<file path="config.mk">
export PLATFORM = sky130hd
export DESIGN_NAME = prio_irq_ctrl
export DESIGN_NICKNAME = d
export VERILOG_FILES = /design/src/rtl/pirq_pkg.sv /design/src/rtl/pirq_prio_map.sv /design/src/rtl/pirq_pending.sv /design/src/rtl/pirq_arbiter.sv /design/src/rtl/prio_irq_ctrl.sv
export SDC_FILE = /design/constraint.sdc
export NUM_CORES = 1
export LEC_CHECK = 0
export BUFFER_PORTS_ARGS = -buffer_cell sky130_fd_sc_hd__buf_2
export CORE_MARGIN = 2
export CORE_UTILIZATION = 50
export DETAILED_ROUTE_END_ITERATION = 10
export GPL_TIMING_DRIVEN = 0
export PLACE_DENSITY = 0.7
export SKIP_LAST_GASP = 1
export SYNTH_ARGS = -nofsm -noshare
export SYNTH_HDL_FRONTEND = slang
export SYNTH_SLANG_ARGS = --single-unit
</file>
<file path="constraint.sdc">
create_clock -name clk -period 4.5 [get_ports clk]
set_input_delay 0.225 -clock clk [delete_from_list [all_inputs] [get_ports clk]]
set_output_delay 0.225 -clock clk [all_outputs]
set_load 0.01 [all_outputs]
</file>
<file path="src/rtl/pirq_pkg.sv">
package pirq_pkg;
   // fixed core positions, most urgent first
   localparam int unsigned POS_EMU   = 0;
   localparam int unsigned POS_RST   = 1;
   localparam int unsigned POS_PDN   = 2;
   localparam int unsigned POS_STK   = 3;
   localparam int unsigned N_CORE    = 4;
   localparam int unsigned N_NMI     = 3;
   // register addresses
   localparam int unsigned RA_CTRL   = 0;
   localparam int unsigned RA_MASK   = 1;
   localparam int unsigned RA_PSET   = 2;
   localparam int unsigned RA_PCLR   = 3;
   localparam int unsigned RA_PRIO   = 4;
   localparam int unsigned RA_PDNBLK = 8;
   // control bits
   localparam int unsigned CB_NEST   = 4;
   localparam int unsigned CB_GIE    = 5;
   localparam int unsigned CB_PCOVF  = 10;
   localparam int unsigned CB_LPOVF  = 11;
endpackage

</file>
<file path="src/rtl/pirq_prio_map.sv">
module pirq_prio_map
   import pirq_pkg::*;
#(
   parameter int unsigned N_PERIPH = 15,
   parameter int unsigned N_BITS   = 16,
   parameter int unsigned PRIO_W   = 4,
   parameter int unsigned ADDR_W   = 4
) (
   input  logic                clk,
   input  logic                rst_n,
   input  logic                wr_en,
   input  logic [ADDR_W-1:0]   addr,
   input  logic [N_BITS-1:0]   wdata,
   input  logic [N_PERIPH-1:0] per_req,
   output logic [N_BITS-1:0]   req_vec,
   output logic [N_BITS-1:0]   prio_rdata
);
   localparam int unsigned MAX_PRIO = N_BITS - N_CORE - 1;
   localparam int unsigned FPR      = N_BITS / PRIO_W;
   localparam int unsigned N_REGS   = (N_PERIPH + FPR - 1) / FPR;

   if (MAX_PRIO >= (1 << PRIO_W)) begin : g_chk_w
      $error("PRIO_W too narrow for MAX_PRIO");
   end
   if (RA_PRIO + N_REGS > RA_PDNBLK) begin : g_chk_regs
      $error("priority registers overlap the next address");
   end

   logic [PRIO_W-1:0] prio_q [N_PERIPH];

   function automatic logic [ADDR_W-1:0] reg_of(input int unsigned id);
      return ADDR_W'(RA_PRIO + id / FPR);
   endfunction

   function automatic logic [PRIO_W-1:0] sat(input logic [PRIO_W-1:0] v);
      return (int'(v) > int'(MAX_PRIO)) ? PRIO_W'(MAX_PRIO) : v;
   endfunction

   always_ff @(posedge clk or negedge rst_n) begin
      if (!rst_n) begin
         for (int i = 0; i < int'(N_PERIPH); i++)
            prio_q[i] <= (i > int'(MAX_PRIO)) ? PRIO_W'(MAX_PRIO) : PRIO_W'(i);
      end else if (wr_en) begin
         for (int i = 0; i < int'(N_PERIPH); i++)
            if (addr == reg_of(i))
               prio_q[i] <= sat(wdata[(i % FPR) * PRIO_W +: PRIO_W]);
      end
   end

   always_comb begin
      req_vec = '0;
      for (int i = 0; i < int'(N_PERIPH); i++)
         if (per_req[i]) req_vec[N_CORE + int'(prio_q[i])] = 1'b1;
   end

   always_comb begin
      prio_rdata = '0;
      for (int i = 0; i < int'(N_PERIPH); i++)
         if (addr == reg_of(i))
            prio_rdata[(i % FPR) * PRIO_W +: PRIO_W] = prio_q[i];
   end

   for (genvar g = 0; g < N_PERIPH; g++) begin : g_sat_chk
      AST_PRIO_SATURATED: assert property (@(posedge clk) disable iff (!rst_n)
         int'(prio_q[g]) <= int'(MAX_PRIO));
   end
endmodule

</file>
<file path="src/rtl/pirq_pending.sv">
module pirq_pending #(
   parameter int unsigned N_BITS = 16
) (
   input  logic              clk,
   input  logic              rst_n,
   input  logic [N_BITS-1:0] hw_set,
   input  logic [N_BITS-1:0] sw_set,
   input  logic [N_BITS-1:0] sw_clr,
   input  logic [N_BITS-1:0] ack_clr,
   output logic [N_BITS-1:0] pend_q
);
   logic [N_BITS-1:0] any_set;
   assign any_set = hw_set | sw_set;

   always_ff @(posedge clk or negedge rst_n) begin
      if (!rst_n) pend_q <= '0;
      else        pend_q <= (pend_q & ~sw_clr & ~ack_clr) | any_set;
   end

   AST_SET_WINS: assert property (@(posedge clk) disable iff (!rst_n)
      (any_set != '0) |=> ((pend_q & $past(any_set)) == $past(any_set)));
   AST_CLEAR_TAKES: assert property (@(posedge clk) disable iff (!rst_n)
      ((sw_clr & ~any_set) != '0) |=> ((pend_q & $past(sw_clr & ~any_set)) == '0));
endmodule

</file>
<file path="src/rtl/pirq_arbiter.sv">
module pirq_arbiter #(
   parameter int unsigned N_BITS    = 16,
   parameter int unsigned VEC_W     = 17,
   parameter int unsigned STRIDE_LG = 5,
   parameter int unsigned HI_OFS    = 32'h10000,
   localparam int unsigned IDX_W    = $clog2(N_BITS)
) (
   input  logic              clk,
   input  logic              rst_n,
   input  logic [N_BITS-1:0] pend,
   input  logic [N_BITS-1:0] gate,
   input  logic              nest_en,
   input  logic              noboot,
   input  logic              ack,
   input  logic              done,
   output logic              irq_valid,
   output logic [IDX_W-1:0]  irq_idx,
   output logic [VEC_W-1:0]  irq_vector,
   output logic [N_BITS-1:0] ack_clr
);
   if ((N_BITS << STRIDE_LG) > HI_OFS) begin : g_chk_ofs
      $error("vector table overlaps the high offset");
   end
   if (HI_OFS + (N_BITS << STRIDE_LG) > (1 << VEC_W)) begin : g_chk_vw
      $error("VEC_W too narrow");
   end

   logic [N_BITS-1:0] elig, inserv_q, retire;
   logic [IDX_W-1:0]  sel_idx, is_idx;
   logic              any_elig, is_any, allow, accept;

   assign elig = pend & gate;

   always_comb begin
      sel_idx = '0;
      any_elig = 1'b0;
      for (int b = int'(N_BITS) - 1; b >= 0; b--)
         if (elig[b]) begin
            sel_idx = IDX_W'(b);
            any_elig = 1'b1;
         end
   end

   always_comb begin
      is_idx = '0;
      is_any = 1'b0;
      for (int b = int'(N_BITS) - 1; b >= 0; b--)
         if (inserv_q[b]) begin
            is_idx = IDX_W'(b);
            is_any = 1'b1;
         end
   end

   assign allow      = !is_any || (nest_en && (sel_idx < is_idx));
   assign irq_valid  = any_elig && allow;
   assign irq_idx    = sel_idx;
   assign irq_vector = (VEC_W'(sel_idx) << STRIDE_LG) + (noboot ? VEC_W'(HI_OFS) : '0);
   assign accept     = ack && irq_valid;
   assign ack_clr    = accept ? (N_BITS'(1) << sel_idx) : '0;
   assign retire     = (done && is_any) ? (N_BITS'(1) << is_idx) : '0;

   always_ff @(posedge clk or negedge rst_n) begin
      if (!rst_n) inserv_q <= '0;
      else        inserv_q <= (inserv_q & ~retire) | ack_clr;
   end

   AST_SEQ_HOLDS: assert property (@(posedge clk) disable iff (!rst_n)
      (!nest_en && inserv_q != '0) |-> !irq_valid);
   AST_STRICT_PREEMPT: assert property (@(posedge clk) disable iff (!rst_n)
      irq_valid |-> (pend[irq_idx] &&
                     ((inserv_q & ((N_BITS'(2) << irq_idx) - N_BITS'(1))) == '0)));
   AST_ACK_SERVICE: assert property (@(posedge clk) disable iff (!rst_n)
      (ack && irq_valid && !done) |=> inserv_q[$past(irq_idx)]);
   AST_VEC_ALIGN: assert property (@(posedge clk) disable iff (!rst_n)
      irq_valid |-> (irq_vector[STRIDE_LG-1:0] == '0));
endmodule

</file>
<file path="src/rtl/prio_irq_ctrl.sv">
module prio_irq_ctrl
   import pirq_pkg::*;
#(
   parameter int unsigned N_PERIPH  = 15,
   parameter int unsigned N_BITS    = 16,
   parameter int unsigned PRIO_W    = 4,
   parameter int unsigned ADDR_W    = 4,
   parameter int unsigned VEC_W     = 17,
   parameter int unsigned STRIDE_LG = 5,
   parameter int unsigned HI_OFS    = 32'h10000,
   localparam int unsigned IDX_W    = $clog2(N_BITS)
) (
   input  logic                clk,
   input  logic                rst_n,
   input  logic                wr_en,
   input  logic [ADDR_W-1:0]   addr,
   input  logic [N_BITS-1:0]   wdata,
   output logic [N_BITS-1:0]   rdata,
   input  logic [N_PERIPH-1:0] per_req,
   input  logic                emu_req,
   input  logic                rst_req,
   input  logic                pdn_req,
   input  logic                pc_ovf,
   input  logic                loop_ovf,
   input  logic                noboot,
   input  logic                irq_ack,
   input  logic                irq_done,
   output logic                irq_valid,
   output logic [IDX_W-1:0]    irq_idx,
   output logic [VEC_W-1:0]    irq_vector
);
   if (N_BITS < 12) begin : g_chk_bits
      $error("control register needs at least 12 bits");
   end
   if ((1 << ADDR_W) <= RA_PDNBLK) begin : g_chk_addr
      $error("ADDR_W too narrow for the register map");
   end

   localparam logic [ADDR_W-1:0] AD_CTRL = ADDR_W'(RA_CTRL);
   localparam logic [ADDR_W-1:0] AD_MASK = ADDR_W'(RA_MASK);
   localparam logic [ADDR_W-1:0] AD_PSET = ADDR_W'(RA_PSET);
   localparam logic [ADDR_W-1:0] AD_PCLR = ADDR_W'(RA_PCLR);
   localparam logic [ADDR_W-1:0] AD_PBLK = ADDR_W'(RA_PDNBLK);
   localparam logic [N_BITS-1:0] CTRL_WM = (N_BITS'(1) << CB_NEST) | (N_BITS'(1) << CB_GIE)
                                         | (N_BITS'(1) << CB_PCOVF) | (N_BITS'(1) << CB_LPOVF);

   logic [N_BITS-1:0] ctrl_q, mask_q, pend, per_vec, prio_rdata;
   logic [N_BITS-1:0] hw_set, sw_set, sw_clr, ack_clr, gate;
   logic              pdnblk_q, stk_req;

   always_ff @(posedge clk or negedge rst_n) begin
      if (!rst_n) begin
         ctrl_q   <= '0;
         mask_q   <= '0;
         pdnblk_q <= 1'b0;
      end else if (wr_en) begin
         if (addr == AD_CTRL) ctrl_q   <= wdata & CTRL_WM;
         if (addr == AD_MASK) mask_q   <= wdata;
         if (addr == AD_PBLK) pdnblk_q <= wdata[0];
      end
   end

   assign stk_req = (pc_ovf && ctrl_q[CB_PCOVF]) || (loop_ovf && ctrl_q[CB_LPOVF]);

   always_comb begin
      hw_set = per_vec;
      hw_set[POS_EMU] = emu_req;
      hw_set[POS_RST] = rst_req;
      hw_set[POS_PDN] = pdn_req;
      hw_set[POS_STK] = stk_req;
   end

   assign sw_set = (wr_en && addr == AD_PSET) ? wdata : '0;
   assign sw_clr = (wr_en && addr == AD_PCLR) ? wdata : '0;

   for (genvar b = 0; b < N_BITS; b++) begin : g_gate
      if (b == POS_PDN) begin : g_pdn
         assign gate[b] = !pdnblk_q;
      end else if (b < N_NMI) begin : g_nmi
         assign gate[b] = 1'b1;
      end else begin : g_mskd
         assign gate[b] = mask_q[b] && ctrl_q[CB_GIE];
      end
   end

   always_comb begin
      case (addr)
         AD_CTRL:          rdata = ctrl_q;
         AD_MASK:          rdata = mask_q;
         AD_PSET, AD_PCLR: rdata = pend;
         AD_PBLK:          rdata = {{(N_BITS-1){1'b0}}, pdnblk_q};
         default:          rdata = prio_rdata;
      endcase
   end

   pirq_prio_map #(.N_PERIPH(N_PERIPH), .N_BITS(N_BITS), .PRIO_W(PRIO_W), .ADDR_W(ADDR_W)) u_map (
      .clk(clk), .rst_n(rst_n), .wr_en(wr_en), .addr(addr), .wdata(wdata),
      .per_req(per_req), .req_vec(per_vec), .prio_rdata(prio_rdata));

   pirq_pending #(.N_BITS(N_BITS)) u_pend (
      .clk(clk), .rst_n(rst_n), .hw_set(hw_set), .sw_set(sw_set), .sw_clr(sw_clr),
      .ack_clr(ack_clr), .pend_q(pend));

   pirq_arbiter #(.N_BITS(N_BITS), .VEC_W(VEC_W), .STRIDE_LG(STRIDE_LG), .HI_OFS(HI_OFS)) u_arb (
      .clk(clk), .rst_n(rst_n), .pend(pend), .gate(gate), .nest_en(ctrl_q[CB_NEST]),
      .noboot(noboot), .ack(irq_ack), .done(irq_done), .irq_valid(irq_valid),
      .irq_idx(irq_idx), .irq_vector(irq_vector), .ack_clr(ack_clr));

   AST_PDN_WITHHELD: assert property (@(posedge clk) disable iff (!rst_n)
      (irq_valid && irq_idx == IDX_W'(POS_PDN)) |-> !pdnblk_q);
   AST_GIE_GATES: assert property (@(posedge clk) disable iff (!rst_n)
      (irq_valid && !ctrl_q[CB_GIE]) |-> (int'(irq_idx) < int'(N_NMI)));
   AST_OVF_GATED: assert property (@(posedge clk) disable iff (!rst_n)
      (pc_ovf && !ctrl_q[CB_PCOVF] && !loop_ovf && !pend[POS_STK] && !sw_set[POS_STK])
      |=> !pend[POS_STK]);
endmodule

</file>
==> metrics.yaml <==
path_buf_inv: 4
path_clk_slew_ns: 0.06
layout-drive-gt1-share: 0.2035
worstSkewPairLatency_ns: 0.43
outcome: "complete, no violations"
row_count: 44
wire_per_inst_microns: 26.80
crit_fanout: 10
synth_cells: 872
yosys-top-cells-area: "dfrtp_1 28%, dfstp_2 10%, nand2_1 6.2%"
avgSynthCellArea_sq_um: 8.573
htree_levels: 4
timing.hold.ws_ns: 0.01554
drtIter0Drc: 1493
synth_cell_types: 62
rsz0062_at_grt: "false"
min_period_ns: 4.132
initial_core_util: 0.5124
fp.dieH_microns: 126.3
vias: 8135
hold_path.class: "input pin to flip-flop"
netlist_top_cells_count: "123 x nand2_1, 84 x dfrtp_1, 71 x o21ai_0, 49 x nor3_1, 49 x o22ai_1"
cp.depth: 15
grt_pass1_wl_mm: 46.61
fmax_mhz: 242.0
ys_ff_latch: 113
antenna_left: 0
cts_buffers: 17
routed_wl_mm: 31.28
crit_top_cell: "nand2_1"
ir_worst_vdd_mv: 0.4509
dieArea_sq_um: 15950
ys_seq_area_frac: 0.3831
dpl.hpwl_mm: 23.80
slowest_delay_ns: 0.46
setup_violations: 0
cts_tree: "done"
drc: 0
path_class: "flip-flop to primary output"
required_ns: 4.28
ff2ff_setup_slack_ns: 0.40
nets: 1019
worstReg2RegStart: "u_pend.pend_q[9]"
synthFlopType: "dfrtp_1"
fin_area_sq_um: 8732
hold_viol: 0
finalClockSkew_ns: 0.01321
syn_to_final_growth_pct: 16.80
die_w_microns: 126.3
timing.slew.headroom: 0.04824
cellPowerDensity_nw_per_um2: 505.9
critPathTopFamily: "compound AO/OA/AOI/OAI gates"
setup.worst_path.end: "irq_valid"
grt_max_degree: 78
synth_edf_count: 0
cts_setup_buffers: 0
core_sq_um: 14590
yosysWarnings: 0
tns_ns: 0
root_buffer: "clkbuf_16"
worst_pin_slew_ns: 1.417
r2r-end: "u_pend.pend_q[3]"
cp.arrival_ns: 3.91
period_share: 0.9183
post_dp_cell_area_sq_um: 8107
path_cells: "a22o_1 -> o21ai_0 -> nand2_1 -> nand2_1 -> inv_1 -> ha_1 -> nand2_1 -> nor4bb_1 -> and3_1 -> a221o_1 -> a31o_1 -> buf_6 -> buf_2 -> o31a_1 -> buf_2"
startpoint_type: "flip-flop"
antenna_found_initial: 1
maxCapViolCount: 0
grt_usage: 0.3924
reg2regPathDepth: 14
cp-end-kind: "primary output"
power_leakage_nw: 3.567
synth_area_sq_um: 7476
cts_sinks: 113
critPathSlowestCell: "dfrtp_1"
dr.pass1.iters: 8
viasPerCell: 6.971
place.gp.congestion: 1.070
grt_overflow_total: 0
async_reset_ff_frac: 1.000
io_pins: 84
cts_buffer_depth: 2
worstSetupStartpoint: "u_pend.pend_q[9]"
diodes: 0
synth_top_area_cell: "dfrtp_1"
grt_pass1_vias: 7559
port_buffers: 65
cts_resized: 0
synth.most_common_cell: "nand2_1"
drv_slew: 0
synth_top_area_frac: 0.2812
==> worst register-to-register path, stage by stage (launching register included) <==
cell      delay (ns)
dfrtp_1         0.46
a22o_1          0.27
o21ai_0         0.31
nand2_1         0.13
nand2_1         0.26
inv_1           0.22
ha_1            0.35
nand2_1         0.08
nor4bb_1        0.32
and3_1          0.21
a221o_1         0.14
a31o_1          0.11
buf_6           0.12
nor4b_1         0.82
o21ai_0         0.16
==> cell usage in the layout, fill, tap and decap left out, types with 16 or more instances in the layout <==
master / n
nand3b_1: 34
nor3_1: 49
nand3_1: 24
a21oi_1: 18
nor2_1: 42
nand2_1: 123
mux2_2: 36
o21ai_0: 71
dfstp_2: 29
clkbuf_1: 34
buf_4: 17
o22ai_1: 49
nand2b_1: 38
clkbuf_16: 17
a22oi_1: 24
dfrtp_1: 84
nor4_1: 16
buf_2: 66
==> sequential cells by signal, summed over array words and instances (netlist names) <==
signal,cells
pdnblk_q,1
u_map.prio_q,60
mask_q,16
ctrl_q,4
u_arb.inserv_q,16
u_pend.pend_q,16
==> how the worst min path moves through the flow <==
stage            start          endpoint  slack (ns)  cells after the start
3_3_place_gp   emu_req  u_pend.pend_q[0]        0.43                      2
6_report       rst_req  u_pend.pend_q[1]        0.02                      2
4_1_cts        rst_req  u_pend.pend_q[1]        0.02                      2
2_1_floorplan    rst_n        ctrl_q[10]       -0.07                      0
3_5_place_dp     rst_n  u_map.prio_q[22]        0.14                      1
5_1_grt        rst_req  u_pend.pend_q[1]        0.02                      2
==> power breakdown <==
group          total (W)  internal [W]  switching, W
Combinational    0.00148      0.000563      0.000915
Clock            0.00140      0.000877      0.000526
Sequential       0.00154       0.00125      0.000283
Total            0.00442       0.00269       0.00172
==> final cells by class <==
class	instances	area, sq um
repair buffers	68	379.1
flip-flops and latches	113	2864
clock buffers	18	429.2
well taps	184	230.2
fillers	1333	5857
clock inverters	14	176.4
inverters	13	48.80
multi-input cells	701	4320
plain buffers	56	284.0
==> per-stage QoR <==
step	power (W)	setup slack [ns]	cells	util
final	0.004418	0.3677	1167	0.5985
after global routing	0.004592	0.1788	1167	0.5985
after CTS	0.004349	0.4610	1167	0.5985
after detailed placement	0.002946	0.6208	1133	0.5557
after global placement	0.002931	0.6432	1132	0.5533
after floorplan	0.002423	1.245	883	-
==> kinds of logic after synthesis <==
family	count (synthesis)	share of synthesized area
adder cells (fa/ha/maj)	3	0.005021
AO/OA/AOI/OAI	265	0.2427
multiplexers	41	0.06092
AND/OR/NAND/NOR	380	0.2633
buffers and inverters	69	0.04452
flip-flops	113	0.3831
other	1	0.0005016
==> repair_timing <==
item / 4_1_cts / 5_1_grt
hold endpoints to repair: 26 / 0
endpoints found under the setup margin: 0 / 0
hold buffers: 2 / 0
==> routing by layer <==
metal / global-route usage / up-vias / share of wire
met1: 0.5735 / 3942 / 0.43
met5: 0 / - / 0
met2: 0.5680 / 593 / 0.42
met3: 0.07859 / 93 / 0.11
met4: 0.1635 / 0 / 0.044
li1: - / 3507 / -
Note: power is estimated with default switching activity, not from simulation.
